[src/rtl/dsp_alu_pkg.sv]
package dsp_alu_pkg;

  typedef enum logic [2:0] {
    OP_CMOV = 3'b000,
    OP_CNEG = 3'b001,
    OP_ADD  = 3'b010,
    OP_SUB  = 3'b011,
    OP_AND  = 3'b100,
    OP_OR   = 3'b101,
    OP_NOR  = 3'b110,
    OP_XOR  = 3'b111
  } aluOp_e;

  typedef enum logic [1:0] {
    LF_AND = 2'b00,
    LF_OR  = 2'b01,
    LF_NOR = 2'b10,
    LF_XOR = 2'b11
  } logicFn_e;

  typedef struct packed {
    logic     selLogic;
    logicFn_e logicFn;
    logic     zeroS;
    logic     negT;
    logic     noOvf;
    logic     loadFlags;
  } aluStrobes_t;

  localparam int FLAG_N  = 8;
  localparam int FLG_EQ  = 0;
  localparam int FLG_NE  = 1;
  localparam int FLG_OV  = 2;
  localparam int FLG_NV  = 3;
  localparam int FLG_GE  = 4;
  localparam int FLG_GT  = 5;
  localparam int FLG_LE  = 6;
  localparam int FLG_LT  = 7;
  localparam logic [FLAG_N-1:0] FLAG_RESET = 8'h59;

endpackage

[src/rtl/dsp_alu_ctrl.sv]
module dspAluCtrl
  import dsp_alu_pkg::*;
(
  input  logic        aluGo,
  input  logic [2:0]  opSel,
  input  logic        destZero,
  input  logic        condFlag,
  output aluStrobes_t strobes,
  output logic        writeEn
);

  aluOp_e op;
  logic   isCond;

  assign op     = aluOp_e'(opSel);
  assign isCond = (op == OP_CMOV) || (op == OP_CNEG);

  always_comb begin
    strobes           = '0;
    strobes.loadFlags = aluGo;
    strobes.selLogic  = opSel[2];
    strobes.logicFn   = logicFn_e'(opSel[1:0]);
    unique case (op)
      OP_CMOV: begin
        strobes.zeroS = 1'b1;
        strobes.noOvf = 1'b1;
      end
      OP_CNEG: begin
        strobes.zeroS = 1'b1;
        strobes.negT  = 1'b1;
      end
      OP_SUB:  strobes.negT  = 1'b1;
      OP_ADD:  strobes.negT  = 1'b0;
      default: strobes.noOvf = 1'b1;
    endcase
  end

  assign writeEn = aluGo && !destZero && (!isCond || condFlag);

endmodule

[src/rtl/dsp_alu_datapath.sv]
module dspAluDatapath
  import dsp_alu_pkg::*;
#(
  parameter int W = 24
) (
  input  logic              clk,
  input  logic              rstN,
  input  aluStrobes_t       strobes,
  input  logic [W-1:0]      opS,
  input  logic [W-1:0]      opT,
  output logic [W-1:0]      result,
  output logic [FLAG_N-1:0] flags
);

  localparam int MSB = W - 1;

  logic [W-1:0] aVal;
  logic [W-1:0] bVal;
  logic [W-1:0] sumVal;
  logic [W-1:0] logicVal;
  logic         ovRaw;
  logic         ovNow;
  logic         isZero;
  logic         trueNeg;
  logic [FLAG_N-1:0] flagsNext;

  assign aVal   = strobes.zeroS ? '0 : opS;
  assign bVal   = strobes.negT ? ~opT : opT;
  assign sumVal = aVal + bVal + {{(W-1){1'b0}}, strobes.negT};
  assign ovRaw  = (aVal[MSB] == bVal[MSB]) && (sumVal[MSB] != aVal[MSB]);

  for (genvar b = 0; b < W; b++) begin : g_logicBit
    always_comb begin
      unique case (strobes.logicFn)
        LF_AND:  logicVal[b] = opS[b] & opT[b];
        LF_OR:   logicVal[b] = opS[b] | opT[b];
        LF_NOR:  logicVal[b] = ~(opS[b] | opT[b]);
        default: logicVal[b] = opS[b] ^ opT[b];
      endcase
    end
  end

  assign result  = strobes.selLogic ? logicVal : sumVal;
  assign ovNow   = !strobes.selLogic && !strobes.noOvf && ovRaw;
  assign isZero  = (result == '0) && !ovNow;
  assign trueNeg = result[MSB] ^ ovNow;

  always_comb begin
    flagsNext         = '0;
    flagsNext[FLG_EQ] = isZero;
    flagsNext[FLG_NE] = !isZero;
    flagsNext[FLG_OV] = ovNow;
    flagsNext[FLG_NV] = !ovNow;
    flagsNext[FLG_LT] = trueNeg;
    flagsNext[FLG_GE] = !trueNeg;
    flagsNext[FLG_GT] = !trueNeg && !isZero;
    flagsNext[FLG_LE] = trueNeg || isZero;
  end

  always_ff @(posedge clk or negedge rstN) begin
    if (!rstN) flags <= FLAG_RESET;
    else if (strobes.loadFlags) flags <= flagsNext;
  end

endmodule

[src/rtl/dspAluFlags.sv]
module dspAluFlags
  import dsp_alu_pkg::*;
#(
  parameter int W = 24
) (
  input  logic         clk,
  input  logic         rstN,
  input  logic         aluGo,
  input  logic [2:0]   opSel,
  input  logic         destZero,
  input  logic         condFlag,
  input  logic [W-1:0] opS,
  input  logic [W-1:0] opT,
  output logic [W-1:0] result,
  output logic         writeEn,
  output logic [7:0]   flags
);

  aluStrobes_t strobes;

  dspAluCtrl u_ctrl (
    .aluGo    (aluGo),
    .opSel    (opSel),
    .destZero (destZero),
    .condFlag (condFlag),
    .strobes  (strobes),
    .writeEn  (writeEn)
  );

  dspAluDatapath #(.W(W)) u_dp (
    .clk     (clk),
    .rstN    (rstN),
    .strobes (strobes),
    .opS     (opS),
    .opT     (opT),
    .result  (result),
    .flags   (flags)
  );

endmodule

[config.mk]
export PLATFORM = sky130hd
export DESIGN_NAME = dspAluFlags
export DESIGN_NICKNAME = d
export VERILOG_FILES = /design/src/rtl/dsp_alu_pkg.sv /design/src/rtl/dsp_alu_ctrl.sv /design/src/rtl/dsp_alu_datapath.sv /design/src/rtl/dspAluFlags.sv
export SDC_FILE = /design/constraint.sdc
export NUM_CORES = 1
export LEC_CHECK = 0
export CORE_UTILIZATION = 54
export DETAILED_ROUTE_END_ITERATION = 12
export PLACE_DENSITY = 0.84
export REMOVE_ABC_BUFFERS = 1
export SETUP_SLACK_MARGIN = 0.4
export SLEW_MARGIN = 20
export SYNTH_ARGS = -nofsm -noshare
export SYNTH_HDL_FRONTEND = slang
export SYNTH_SLANG_ARGS = --single-unit
[constraint.sdc]
create_clock -name clk -period 7.8 [get_ports clk]
set_input_delay 1.56 -clock clk [delete_from_list [all_inputs] [get_ports clk]]
set_output_delay 1.56 -clock clk [all_outputs]
set_load 0.02 [all_outputs]
# Word-level counts from Yosys, hierarchy flattened
# Index checks and enable logic that the tools add are counted.
[totals]
output_inout_bits = 33
ff_bits = 8
[classes]
n_mux = 29
addsub = 2
n_reduce_logical = 22
eq_ne = 7
bitwise = 98
[ops]
columns = ["operator", "count"]
rows = [
  ["24-bit 2-to-1 mux", 3],
  ["1-bit one-hot mux with 3 select lines", 24],
  ["1-bit XOR", 25],
  ["24-bit by 1-bit adder with 24-bit output", 1],
  ["24-bit adder", 1],
  ["1-bit AND", 24],
  ["24-bit logical NOT", 1],
  ["1-bit inverter", 24],
  ["24-bit inverter", 1],
  ["1-bit bitwise OR", 24],
  ["1-bit logical AND", 7],
  ["3-bit by 2-bit == test with 1-bit output (second input constant)", 2],
  ["1-bit logical NOT", 6],
  ["2-bit OR reduction", 2],
  ["3-bit by 1-bit == test with 1-bit output (second input constant)", 1],
  ["3-bit logical NOT", 1],
  ["1-bit logical OR", 3],
  ["3-bit OR reduction", 1],
  ["2-bit by 1-bit == test with 1-bit output (second input constant)", 1],
  ["2-bit == test (second input constant)", 1],
  ["2-bit logical NOT", 1],
  ["1-bit 2-to-1 mux", 2],
  ["1-bit == test", 1],
  ["1-bit inequality test", 1],
]

# Longest topological paths before layout
[depth]
depth_word = 13
depth_mapped = 18
depth_no_buf = 13

# Modules after synthesis
# Synthesis repeated with hierarchy kept, for this count alone.
[hier_totals]
cells_unflattened = 604
area_unflattened_um2 = 4304.1
[by_module_without_submodules]
columns = ["mod", "seq_area_each_um2", "instances", "area_each_um2", "cells_per_inst"]
rows = [
  ["dspAluDatapath", 205.2, 1, 4224.1, 594],
  ["dspAluCtrl", 0.0, 1, 80.1, 10],
]

# Least setup slack after synthesis
# OpenSTA, ideal clock, no wires.
[synth_path]
path_kind = "input port to output port"
from = "input port opSel[0]"
to = "output port result[20]"
setup_slack_ps = 808
arrival_ps = 5432
stages = 14
n_path_buf = 5
cell_sequence = "buf_2 > buf_2 > buf_1 > clkbuf_1 > nand2_1 > buf_1 > xnor2_1 > ha_1 > a21o_1 > a221o_1 > a211oi_4 > nor3_1 > o31a_1 > o31ai_1"
[synth_via]
elab_chain_cells = 7
elab_cells_between_ends = 16
classes_between = "add/sub (2); eq/ne (4); mux (6); reduce/logical (4)"
[synth_rtl]
columns = ["item", "line", "text"]
rows = [
  ["from (decl)", "dspAluFlags.sv:9", "input logic [2:0] opSel,"],
  ["3-bit by 1-bit == test with 1-bit output (tied with other cells)", "dsp_alu_ctrl.sv:23", "unique case (op)"],
  ["2-bit OR reduction (no line)", "-", ""],
  ["1-bit 2-to-1 mux", "dsp_alu_ctrl.sv:23", ""],
  ["24-bit 2-to-1 mux, on equally long branches", "dsp_alu_datapath.sv:27, dsp_alu_datapath.sv:28", ""],
  ["24-bit adder", "dsp_alu_datapath.sv:29", "assign sumVal = aVal + bVal + {{(W-1){1'b0}}, strobes.negT};"],
  ["24-bit by 1-bit adder with 24-bit output", "dsp_alu_datapath.sv:29", ""],
  ["24-bit 2-to-1 mux (*)", "dsp_alu_datapath.sv:43", "assign result = strobes.selLogic ? logicVal : sumVal;"],
  ["to (decl)", "dspAluFlags.sv:14", "output logic [W-1:0] result,"],
]
# Every way passes the cells marked *; elsewhere a longest branch is shown, timed or not.

# Worst setup path in the final report
[layout_path]
from = "input port opSel[2]"
to = "output port result[15]"
# Same word-level chain as after synthesis.

==> results.yml <==
layout:
  diodes: 0
  top_regs: "u_dp.flags (8)"
  layout_commonest_cell: "clkdlybuf4s50_1"
  drive_gt1_frac: 0.0687
  final_cell_mix: "clkdlybuf4s50_1, ha_1, inv_1"
  final_cells: 772
  multi_input_area_sq_um: 3660
  nets: 799
  largest_register_ffs: 8
  regMostFlops: "u_dp.flags"
  area.sequential_sq_um: 205
  area_growth_pct: 21.4
  fillers: 686
  finish.instance_area_sq_um: 5190
  fin_util: 0.675
placement:
  hpwlAfterDp_um: 9630
  dp.cells: 769
  finalWeightedCongestion: 0.927
  port_buffers: 88
  dpl_cell_area_sq_um: 5150
  place_ws_ns: 0.872
hold_path:
  min_path_type: "reg -> reg"
die:
  dieArea_sq_um: 8280
  core-area_sq_um: 7690
  io_pins: 89
  num_rows: 32
  initial_core_util: 0.556
  fp.dieW_um: 91.0
  dieHeight_um: 91.0
sta:
  max-slew-margin-rel: 0.410
  drv_slew: 0
  worst_pin_slew_ns: 0.874
  fmax_mhz: 143
  fin_setup_tns_ns: 0
  fin_crit_sh: 0.895
  setup_ws_ns: 0.818
  setup_viol: 0
  rsz0062_at_grt: "false"
  fin_skew_ns: 0
  hold_slack_ns: 0.458
  min_period_ns: 6.98
  hold_viol: 0
global_routing:
  grt_overflow_total: 0
  antenna_found_initial: 0
  use_met1: 0.415
  grt_start_max_net_pins: 77
  met3_usage: 0.0209
  grt_usage: 0.297
  first_global_vias: 4392
  gr-max-usage-layer: "met2"
  grtUsageMet2: 0.497
  grt_pass1_wl_um: 20700
synth:
  synth_seq_cells: 8
  syn_inst: 612
  synthAdderAreaFrac: 0.209
  ys_types: 72
  netlist.area_leader.share: 0.205
  ys_async_sr_fraction: 1.00
  dominantRegCellSynth: "dfstp_2"
  syn-mean-instance-area_sq_um: 6.99
  synth.cell_area_sq_um: 4280
  synth_mux_area_frac: 0.0755
  synth_top_family_by_area: "compound AO/OA/AOI/OAI gates"
  yosysWarnings: 0
  synth-edff-count: 0
  ys_top_cells_by_area: "ha_1, xnor2_1, inv_1"
  yosysSeqAreaShare: 0.0480
  synth_xor_area_frac: 0.0758
  yosysTopAreaCell: "ha_1"
  synth_compound_gate_area_share: 0.274
  synth_simple_gate_area_frac: 0.222
cts:
  cts.sinks: 8
  h-tree-depth: 1
  holdBufCountCts: 0
  cts.clk_slew.worst_paths_ns: 0.04
  cts-root-buf: "clkbuf_8"
  cts_resized: 0
  numCtsBuffers: 3
  cts.path.max_buffers: 2
  postCtsSetupBuffers: 0
  cts_tree: "built"
  clock_latency_ns: 0.23
route:
  first_pass_iters: 8
  drt-initial-drc-count: 272
  vias: 4725
  viasPerCell: 6.12
  antenna_left: 0
  drc_errors: 1
  wl_um: 12300
  wl_per_cell_um: 16.0
power_and_ir_drop:
  power_frac_comb: 0.832
  seqPwrFrac: 0.084
  p_clk_frac: 0.084
  p_sw_frac: 0.504
  peakVddDrop_mv: 0.0794
  p_leak_nw: 2.38
  netSwitchingPower_uw: 303
  p_int_uw: 298
  p_per_area_nw_per_um2: 116
  total_power_uw: 601
worst_setup_path:
  worstSetupPathType: "in -> out"
  critPathMaxFanout: 11
  worstSetupEndpointType: "output pin"
  crit_path_start_kind: "primary input"
  worstPathArrival_ns: 5.42
  cp.required_ns: 6.24
status:
  status: "complete, but fails checks"
  violations: "design-rule violations"
job:
  cap_violations: 0
[cell type report]
cell class	count	area share
clock buffers	3	0.00795
inverters	61	0.0441
multi-input cells	502	0.706
flip-flops and latches	8	0.0395
well taps	102	0.0246
repair buffers	96	0.178
[Yosys cell counts (11+ instances only)]
library cell  count
buf_2            14
nor3_1           20
nor2_1           56
clkbuf_1         11
a21oi_1          33
nand2_1          54
a211oi_1         13
mux2i_1          12
buf_1            12
a21o_1           15
ha_1             70
mux2_2           18
inv_1            60
nor2b_1          14
xnor2_1          33
o21ai_0          29
[power groups by stage]
stage	Combinational, mW	Sequential [mW]	Clock (mW)
4_1_cts	0.494	0.0502	0.0518
6_report	0.500	0.0502	0.0505
5_1_grt	0.544	0.0506	0.0535
3_3_place_gp	0.482	0.0504	0
2_1_floorplan	0.301	0.0565	0
3_5_place_dp	0.491	0.0507	0
[metal layers]
metal	vias up	wire, um
li1	2304	-
met1	2222	5810
met2	181	5670
met3	18	676
met4	0	174
met5	-	0
[critical path, cell delays in order]
cell	delay, ns
buf_2	0.21
clkinv_1	0.12
nand2_1	0.35
buf_4	0.27
xnor2_1	0.09
ha_1	0.41
a21oi_1	0.22
a21boi_1	0.33
o221ai_1	0.25
a21o_1	0.31
xnor2_1	0.17
o21ai_0	0.40
clkdlybuf4s50_1	0.70
[path summary, 6_finish.rpt]
check                         startpoint             to  slack (ns)  cells past startpoint
min reg2reg                u_dp.flags[0]  u_dp.flags[0]        0.46                      2
max                             opSel[2]     result[15]        0.82                     13
max in group asynchronous           rstN  u_dp.flags[3]        5.87                      1
max reg2reg                u_dp.flags[0]  u_dp.flags[0]        7.06                      2
min in group asynchronous           rstN  u_dp.flags[1]        1.61                      1
min                        u_dp.flags[0]  u_dp.flags[0]        0.46                      2
[cells by family (layout without fill, tap and decap cells)]
kind of cell | count (synthesis) | after routing
xor gates and xnor gates | 37 | 37
and+or+nand+nor | 196 | 196
buffers and inverters | 102 | 160
adders and majority gates | 71 | 71
AOI/OAI and AO/OA | 168 | 168
muxes | 30 | 30
DFF | 8 | 8
Note: power is estimated with default switching activity, not from simulation.
